$ cat src/rtl/clk_sup_pkg.sv
package clk_sup_pkg;

  // Edges a clock at the floor frequency gives in one window.
  function automatic int floor_edges(longint ref_hz, longint floor_hz, longint win_cyc);
    longint e;
    e = (floor_hz * win_cyc) / ref_hz;
    return (e < 1) ? 1 : int'(e);
  endfunction

  // Number of windows that together span the persistence time (rounded up).
  function automatic int persist_windows(longint ref_hz, longint persist_us, longint win_cyc);
    longint cyc;
    longint w;
    cyc = (persist_us * ref_hz) / 64'd1_000_000;
    w   = (cyc + win_cyc - 1) / win_cyc;
    return (w < 1) ? 1 : int'(w);
  endfunction

endpackage

$ cat src/rtl/cs_edge_sync.sv
module cs_edge_sync (
  input  logic clk,
  input  logic rst_n,
  input  logic async_in,
  output logic rise
);
  logic [2:0] sh;

  always_ff @(posedge clk or negedge rst_n) begin
    if (!rst_n) sh <= '0;
    else        sh <= {sh[1:0], async_in};
  end

  assign rise = sh[1] & ~sh[2];

  // each monitored edge yields a single-cycle pulse
  a_r3_single_pulse: assert property (@(posedge clk) disable iff (!rst_n)
    rise |=> !rise);
endmodule

$ cat src/rtl/cs_window_meter.sv
module cs_window_meter #(
  parameter int WIN_CYC   = 1000,
  parameter int MIN_EDGES = 5
) (
  input  logic clk,
  input  logic rst_n,
  input  logic en,
  input  logic rise,
  output logic win_done,
  output logic win_slow
);
  localparam int CW  = (WIN_CYC > 1) ? $clog2(WIN_CYC) : 1;
  localparam int ECW = $clog2(MIN_EDGES + 1);

  logic [CW-1:0]  cyc;
  logic [ECW-1:0] ecnt, ecnt_inc;

  always_comb begin
    if (rise && (ecnt != ECW'(MIN_EDGES))) ecnt_inc = ecnt + 1'b1;
    else                                  ecnt_inc = ecnt;
  end

  always_ff @(posedge clk or negedge rst_n) begin
    if (!rst_n) begin
      cyc <= '0; ecnt <= '0; win_done <= 1'b0; win_slow <= 1'b0;
    end else if (!en) begin
      cyc <= '0; ecnt <= '0; win_done <= 1'b0; win_slow <= 1'b0;
    end else begin
      win_done <= 1'b0;
      if (cyc == CW'(WIN_CYC - 1)) begin
        cyc      <= '0;
        ecnt     <= '0;
        win_done <= 1'b1;
        win_slow <= (ecnt_inc < ECW'(MIN_EDGES));
      end else begin
        cyc  <= cyc + 1'b1;
        ecnt <= ecnt_inc;
      end
    end
  end

  // disabling clears window progress on the next cycle
  a_r7_window_clear: assert property (@(posedge clk) disable iff (!rst_n)
    !en |=> (cyc == '0 && ecnt == '0 && !win_done));
  // window results are single-cycle events
  a_r3_done_pulse: assert property (@(posedge clk) disable iff (!rst_n)
    win_done |=> !win_done);
endmodule

$ cat src/rtl/cs_persist.sv
module cs_persist #(
  parameter int LIMIT = 100
) (
  input  logic clk,
  input  logic rst_n,
  input  logic en,
  input  logic win_done,
  input  logic win_slow,
  output logic fire
);
  localparam int PW = $clog2(LIMIT + 1);

  logic [PW-1:0] cnt;

  always_ff @(posedge clk or negedge rst_n) begin
    if (!rst_n) begin
      cnt <= '0; fire <= 1'b0;
    end else if (!en) begin
      cnt <= '0; fire <= 1'b0;
    end else begin
      fire <= 1'b0;
      if (win_done) begin
        if (!win_slow)                cnt <= '0;
        else if (cnt == PW'(LIMIT)) begin
          cnt  <= '0;
          fire <= 1'b1;
        end else                      cnt <= cnt + 1'b1;
      end
    end
  end

  // slow-window count never passes the limit
  a_r4_no_overflow: assert property (@(posedge clk) disable iff (!rst_n)
    cnt <= PW'(LIMIT));
  // a window that is not slow restarts persistence
  a_r6_fast_clears: assert property (@(posedge clk) disable iff (!rst_n)
    (en && win_done && !win_slow) |=> (cnt == '0 && !fire));
  // no request while supervision is off
  a_r2_quiet_disabled: assert property (@(posedge clk) disable iff (!rst_n)
    !en |=> !fire);
endmodule

$ cat src/rtl/cs_pulse_gen.sv
module cs_pulse_gen #(
  parameter int PULSE_CYC = 16
) (
  input  logic clk,
  input  logic rst_n,
  input  logic fire,
  output logic rst_o
);
  localparam int QW = $clog2(PULSE_CYC + 1);

  logic [QW-1:0] left;

  always_ff @(posedge clk or negedge rst_n) begin
    if (!rst_n)                       left <= '0;
    else if (fire && left == '0)      left <= QW'(PULSE_CYC);
    else if (left != '0)              left <= left - 1'b1;
  end

  assign rst_o = (left != '0);

  // the pulse only begins right after a request
  a_r8_rise_on_fire: assert property (@(posedge clk) disable iff (!rst_n)
    $rose(rst_o) |-> $past(fire));
endmodule

$ cat src/rtl/clk_fail_supervisor.sv
module clk_fail_supervisor #(
  parameter longint REF_HZ     = 100_000_000,
  parameter longint FLOOR_HZ   = 500_000,
  parameter longint PERSIST_US = 1000,
  parameter int     WIN_CYC    = 1000,
  parameter int     PULSE_CYC  = 16
) (
  input  logic ref_clk,
  input  logic ref_rst_n,
  input  logic mon_clk,
  input  logic sup_en,
  output logic fail_rst
);
  import clk_sup_pkg::*;

  localparam int MIN_EDGES = floor_edges(REF_HZ, FLOOR_HZ, longint'(WIN_CYC));
  localparam int LIMIT     = persist_windows(REF_HZ, PERSIST_US, longint'(WIN_CYC));

  logic rise, win_done, win_slow, fire;

  cs_edge_sync u_sync (
    .clk(ref_clk), .rst_n(ref_rst_n), .async_in(mon_clk), .rise(rise)
  );

  cs_window_meter #(.WIN_CYC(WIN_CYC), .MIN_EDGES(MIN_EDGES)) u_win (
    .clk(ref_clk), .rst_n(ref_rst_n), .en(sup_en), .rise(rise),
    .win_done(win_done), .win_slow(win_slow)
  );

  cs_persist #(.LIMIT(LIMIT)) u_persist (
    .clk(ref_clk), .rst_n(ref_rst_n), .en(sup_en),
    .win_done(win_done), .win_slow(win_slow), .fire(fire)
  );

  cs_pulse_gen #(.PULSE_CYC(PULSE_CYC)) u_pulse (
    .clk(ref_clk), .rst_n(ref_rst_n), .fire(fire), .rst_o(fail_rst)
  );

  // output quiet straight after reset release
  a_r1_quiet_after_reset: assert property (@(posedge ref_clk) disable iff (!ref_rst_n)
    $rose(ref_rst_n) |-> !fail_rst);
endmodule

$ cat config.mk
export PLATFORM = sky130hd
export DESIGN_NAME = clk_fail_supervisor
export DESIGN_NICKNAME = d
export VERILOG_FILES = /design/src/rtl/clk_sup_pkg.sv /design/src/rtl/cs_edge_sync.sv /design/src/rtl/cs_window_meter.sv /design/src/rtl/cs_persist.sv /design/src/rtl/cs_pulse_gen.sv /design/src/rtl/clk_fail_supervisor.sv
export SDC_FILE = /design/constraint.sdc
export NUM_CORES = 1
export LEC_CHECK = 0
export ABC_CLOCK_PERIOD_IN_PS = 3300
export CORE_ASPECT_RATIO = 0.6
export CORE_MARGIN = 10
export CORE_UTILIZATION = 57
export CTS_BUF_LIST = sky130_fd_sc_hd__clkbuf_4 sky130_fd_sc_hd__clkbuf_8 sky130_fd_sc_hd__clkbuf_16
export DETAILED_ROUTE_END_ITERATION = 8
export PLACE_DENSITY = 0.79
export SYNTH_ARGS = -nofsm -noshare
export SYNTH_HDL_FRONTEND = slang
export SYNTH_SLANG_ARGS = --single-unit
export TNS_END_PERCENT = 1
$ cat constraint.sdc
create_clock -name ref_clk -period 3.3 [get_ports ref_clk]
set_input_delay 0.66 -clock ref_clk [delete_from_list [all_inputs] [get_ports ref_clk]]
set_output_delay 0.66 -clock ref_clk [all_outputs]
set_load 0.01 [all_outputs]
; ---- Word level (Yosys, flattened, before mapping)
; Cells that the tools add are included.
[word_totals]
ff_bits = 31
in_bits = 4
output_inout_bits = 1
wordCells = 44
[op_classes]
n_addsub = 4
order_cmp = 1
eq_ne = 5
mux = 19
bitwise_logic = 2
n_reduce_logical = 5
[op_table]
columns = operator, count
row1 = $mux 7, 4
row2 = $mux 10, 2
row3 = $add 10x1->10 const B, 1
row4 = $eq 10x10->1 const B, 1
row5 = $mux 5, 2
row6 = $mux 3, 3
row7 = $mux 1, 8
row8 = $add 7x1->7 const B, 1
row9 = $eq 7x7->1 const B, 1
row10 = $logic_not 5->1, 1
row11 = $reduce_bool 5->1, 1
row12 = $sub 5x1->5 const B, 1
row13 = $ne 2x1->1 const B, 2
row14 = $add 3x1->3 const B, 1
row15 = $lt 3x3->1 const B, 1
row16 = $ne 3x3->1 const B, 1
row17 = $logic_and 1x1->1, 2
row18 = $reduce_bool 2->1, 1
row19 = $and 1x1->1, 1
row20 = $not 1->1, 1

; ---- Logic depth before layout (Yosys ltp)
[depth]
depth_word = 7
mapped_depth = 6
mapped_depth_nobuf = 6

; ---- By module
; A second synthesis with hierarchy kept.
[unflattened]
hier_cells = 152
area_unflattened_um2 = 1597.8
[by_module_without_submodules]
columns = mod, n_inst, cells_each, area_each_um2
row1 = cs_window_meter, 1, 70, 743.2
row2 = cs_persist, 1, 55, 509.2
row3 = cs_pulse_gen, 1, 23, 256.5
row4 = cs_edge_sync, 1, 4, 88.8

; ---- Worst setup path after synthesis
; OpenSTA, ideal clock, no wires.
[synth_path]
kind = flip-flop to flip-flop
start = register u_win.ecnt[0]
end = register u_win.win_slow
arrival_ns = 1.682
required_ns = 3.174
path_slack_ns = 1.492
stages_incl_launch_ff = 5
path_cell_list = dfrtp_1 -> ha_1 -> a211oi_1 -> mux2_2 -> o311a_1
[synth_via]
elab_chain_cells = 6
elab_cells_between_ends = 7
[synth_rtl]
columns = element, line_no
row1 = start: declaration, cs_window_meter.sv:16  ; logic [ECW-1:0] ecnt, ecnt_inc;
row2 = start signal: assignment, cs_window_meter.sv:37  ; ecnt <= ecnt_inc;
row3 = branches (longest 2 deep; another with $add 3x1->3), n/a
row4 = $mux 3 (*), cs_window_meter.sv:19  ; if (rise && (ecnt != ECW'(MIN_EDGES))) ecnt_inc = ecnt + 1'b1;
row5 = $lt 3x3->1 (*), cs_window_meter.sv:34  ; win_slow <= (ecnt_inc < ECW'(MIN_EDGES));
row6 = $mux 1 (*), cs_window_meter.sv:30  ; if (cyc == CW'(WIN_CYC - 1)) begin
row7 = $mux 1 (*), cs_window_meter.sv:26  ; end else if (!en) begin
row8 = end signal: assignment, cs_window_meter.sv:34
row9 = end: declaration, cs_window_meter.sv:10  ; output logic win_slow
; Every way passes the cells marked *. The select of a mux whose other input is x is not followed.
; A chain may end at the register's enable or synchronous reset.

; ---- Worst setup path in the final report
[layout_path]
start = register u_pulse.left[0]
end = output fail_rst
[layout_via]
elab_chain_cells = 1
[layout_rtl]
columns = element, line_no
row1 = start: declaration, cs_pulse_gen.sv:11  ; logic [QW-1:0] left;
row2 = start signal: assignment, cs_pulse_gen.sv:15  ; else if (fire && left == '0) left <= QW'(PULSE_CYC);
row3 = start signal: assignment, cs_pulse_gen.sv:16  ; else if (left != '0) left <= left - 1'b1;
row4 = $reduce_bool 5->1, cs_pulse_gen.sv:19  ; assign rst_o = (left != '0);
row5 = end: declaration, clk_fail_supervisor.sv:12  ; output logic fail_rst
; No other way between the ends.

==> impl_metrics.json <==
{
  "status": "completed",
  "cts_max_path_buffers": 2,
  "drtIter0Drc": 115,
  "arrival_ns": 1.96,
  "grt_usage_pct": 12.11,
  "fin_ws_ns": 0.6752,
  "grt_first_pass_wirelength_um": 4947,
  "synthToLayoutAreaGrowth_pct": 11.12,
  "required_ns": 2.64,
  "pre_cts_ws_ns": 0.8179,
  "worstSetupPathType": "flip-flop to output port",
  "cts_resized": 0,
  "vias": 1120,
  "utilization_pct": 66.42,
  "antenna_found_initial": 0,
  "worst_pin_slew_ns": 0.8534,
  "std_cell_rows": 14,
  "diodes": 0,
  "drt_first_pass_iters": 4,
  "core-area_um2": 2522,
  "switchingPower_uw": 160.1,
  "wl_per_cell_um": 14.86,
  "powerDensity_nw_per_um2": 431.8,
  "grt_max_degree": 32,
  "vdd_ir_drop_max_mv": 0.3598,
  "setup_violations": 0,
  "synth_top_area_share_pct": 51.45,
  "crit_fanout": 5,
  "cts_sinks": 31,
  "cts_tree": "yes",
  "hold_path_class": "flip-flop to flip-flop",
  "start_util_pct": 59.77,
  "rrSetupSlack_ns": 1.33,
  "skew_ns": 0.004725,
  "timing.fmax_ghz": 0.3810,
  "rsz0062_at_grt": "false",
  "tns_ns": 0,
  "synth_area_per_cell_um2": 10.26,
  "synthDistinctLibCells": 35,
  "place_hpwl_um": 1954,
  "end_kind": "output port",
  "syn-num-nets": 157,
  "dieArea_um2": 5170,
  "maxCapViolations": 0,
  "synth_seq_cells": 31,
  "yosys.area.top_type": "dfrtp_1",
  "cts_buffers": 5,
  "antenna_left": 0,
  "hold_viol": 0,
  "layout_min_cycle_time_ns": 2.625,
  "postCtsHoldBufs": 0,
  "pin_count": 5,
  "cts_root_buf": "clkbuf_8",
  "seq_power_share_pct": 54.2,
  "drv_slew": 0,
  "p_leak_uw": 0.0007283,
  "yosys_warnings": 0,
  "die_h_um": 59.84,
  "synth.area.top_cells": "dfrtp_1 (51%), ha_1 (5.0%), nor2_1 (5.0%)",
  "routed_wl_um": 2808,
  "htreeDepth": 2,
  "grt-ovfl-total": 0,
  "ys_seq_area_share_pct": 51.45,
  "combPwrFrac_pct": 4.7,
  "p_clk_share_pct": 41.1,
  "port_buffers": 4,
  "grt_pass1_vias": 1126,
  "nNetsFinal": 167,
  "drc": 0,
  "clk_latency_ns": 0.28,
  "synthCells": 147,
  "swShare_pct": 22.13,
  "syn_area_um2": 1508,
  "startpoint_type": "flip-flop",
  "fp.dieW_um": 86.40,
  "slew_headroom_pct": 41.63,
  "p_int_uw": 563.4,
  "gpl.final_weighted_congestion": 0.9044,
  "final_layout_size_suffix_gt1_share_pct": 10.19,
  "via_per_inst": 5.926,
  "clk_pin_slew_worst_paths_ns": 0.06,
  "cts_setup_buffers": 0,
  "finalCritPeriodShare_pct": 79.54
}
sequential cells by signal (all words and copies together) (netlist names):
signal,flops
u_win.cyc,10
u_win.win_done,1
u_persist.fire,1
u_win.win_slow,1
u_sync.sh,3
u_win.ecnt,3
u_pulse.left,5
u_persist.cnt,7
stage by stage:
stage          instances  power (uW)  cell area, um^2  hold WS (ns)
6_report             189       723.5             1675        0.3644
5_1_grt              189       750.5             1675        0.3839
4_1_cts              189       728.1             1675        0.3687
3_5_place_dp         182       433.8             1588        0.3457
3_3_place_gp         182       431.0             1588        0.3468
2_1_floorplan        147       415.1             1508        0.3312
per-layer routing:
| layer | track usage, % | part of all wire (%) |
|---|---|---|
| met4 | 4.828 | 1.2 |
| met5 | 0 | 0 |
| met2 | 19.08 | 47 |
| met1 | 14.65 | 46 |
| met3 | 4.749 | 6.1 |
final timing paths:
path                                 startpoint                to  cells after the start
worst max register to register    u_win.ecnt[0]    u_win.win_slow                      4
worst min-delay path               u_sync.sh[0]      u_sync.sh[1]                      0
worst max-delay path            u_pulse.left[0]          fail_rst                      5
min in group asynchronous             ref_rst_n  u_persist.cnt[0]                      2
worst min register to register     u_sync.sh[0]      u_sync.sh[1]                      0
max in group asynchronous             ref_rst_n  u_persist.cnt[6]                      2
worst max-delay path, stage by stage, from the launching register on:
cell	delay, ns
dfrtp_1	0.38
inv_1	0.09
ha_1	0.21
nor4b_2	0.39
inv_1	0.12
clkdlybuf4s50_1	0.50
power by group through the flow:
stage | clock, uW | sequential, uW | combinational [uW]
3_5_place_dp | 0 | 399 | 34.8
3_3_place_gp | 0 | 398 | 32.8
5_1_grt | 319 | 393 | 39.0
4_1_cts | 301 | 392 | 35.1
6_report | 297 | 392 | 34.1
2_1_floorplan | 0 | 398 | 17.6
cells in the mapped netlist:
cell	instances
o21ai_0	5
or4_1	2
and3_1	1
nand4bb_1	1
a2111oi_0	1
nand3_1	6
and3_2	1
nand2_2	1
o311a_1	1
nor4b_2	1
mux2_2	4
nand4_1	2
or3_1	5
or3b_1	1
ha_1	6
xor2_1	4
nor3_1	3
nand2_1	14
o211ai_1	1
o32a_1	1
nor2_1	20
or2b_1	1
nand2b_1	1
or4_4	1
nand3b_1	2
o22ai_1	1
inv_1	10
a211oi_1	1
and2_1	2
xnor2_1	7
o221ai_1	4
dfrtp_1	31
nor4_1	2
clkbuf_1	2
a22o_1	1
layout make-up:
type / count / area (um^2)
fillers: 200 / 847.1
inverters: 10 / 37.54
well taps: 32 / 40.04
clock inverters: 1 / 5.005
clock buffers: 6 / 82.58
flip-flops and latches: 31 / 775.7
repair buffers: 5 / 47.55
multi-input cells: 104 / 686.9
layout by cell type, fill, tap and decap left out, types with 2 or more instances in the layout:
cell type,instances
inv_1,10
clkdlybuf4s50_1,4
ha_1,6
nand2_1,14
nand4_1,2
nand3b_1,2
nor4_1,2
xor2_1,4
mux2_2,4
dfrtp_1,31
nor3_1,3
clkbuf_8,6
or4_1,2
nand3_1,6
or3_1,5
nor2_1,20
and2_1,2
o21ai_0,5
xnor2_1,7
o221ai_1,4
cell families (layout without fill, tap and decap cells):
kind of cell / count (synthesis) / count (layout) / synth area share [%]
and+or+nand+nor: 67 / 67 / 23.32
DFF: 31 / 31 / 51.45
AOI/OAI and AO/OA: 16 / 16 / 7.884
buffers and inverters: 12 / 22 / 2.988
xor gates and xnor gates: 11 / 11 / 6.390
adders and majority gates: 6 / 6 / 4.979
muxes: 4 / 4 / 2.987
No activity file was read; power rests on OpenSTA's default activity.
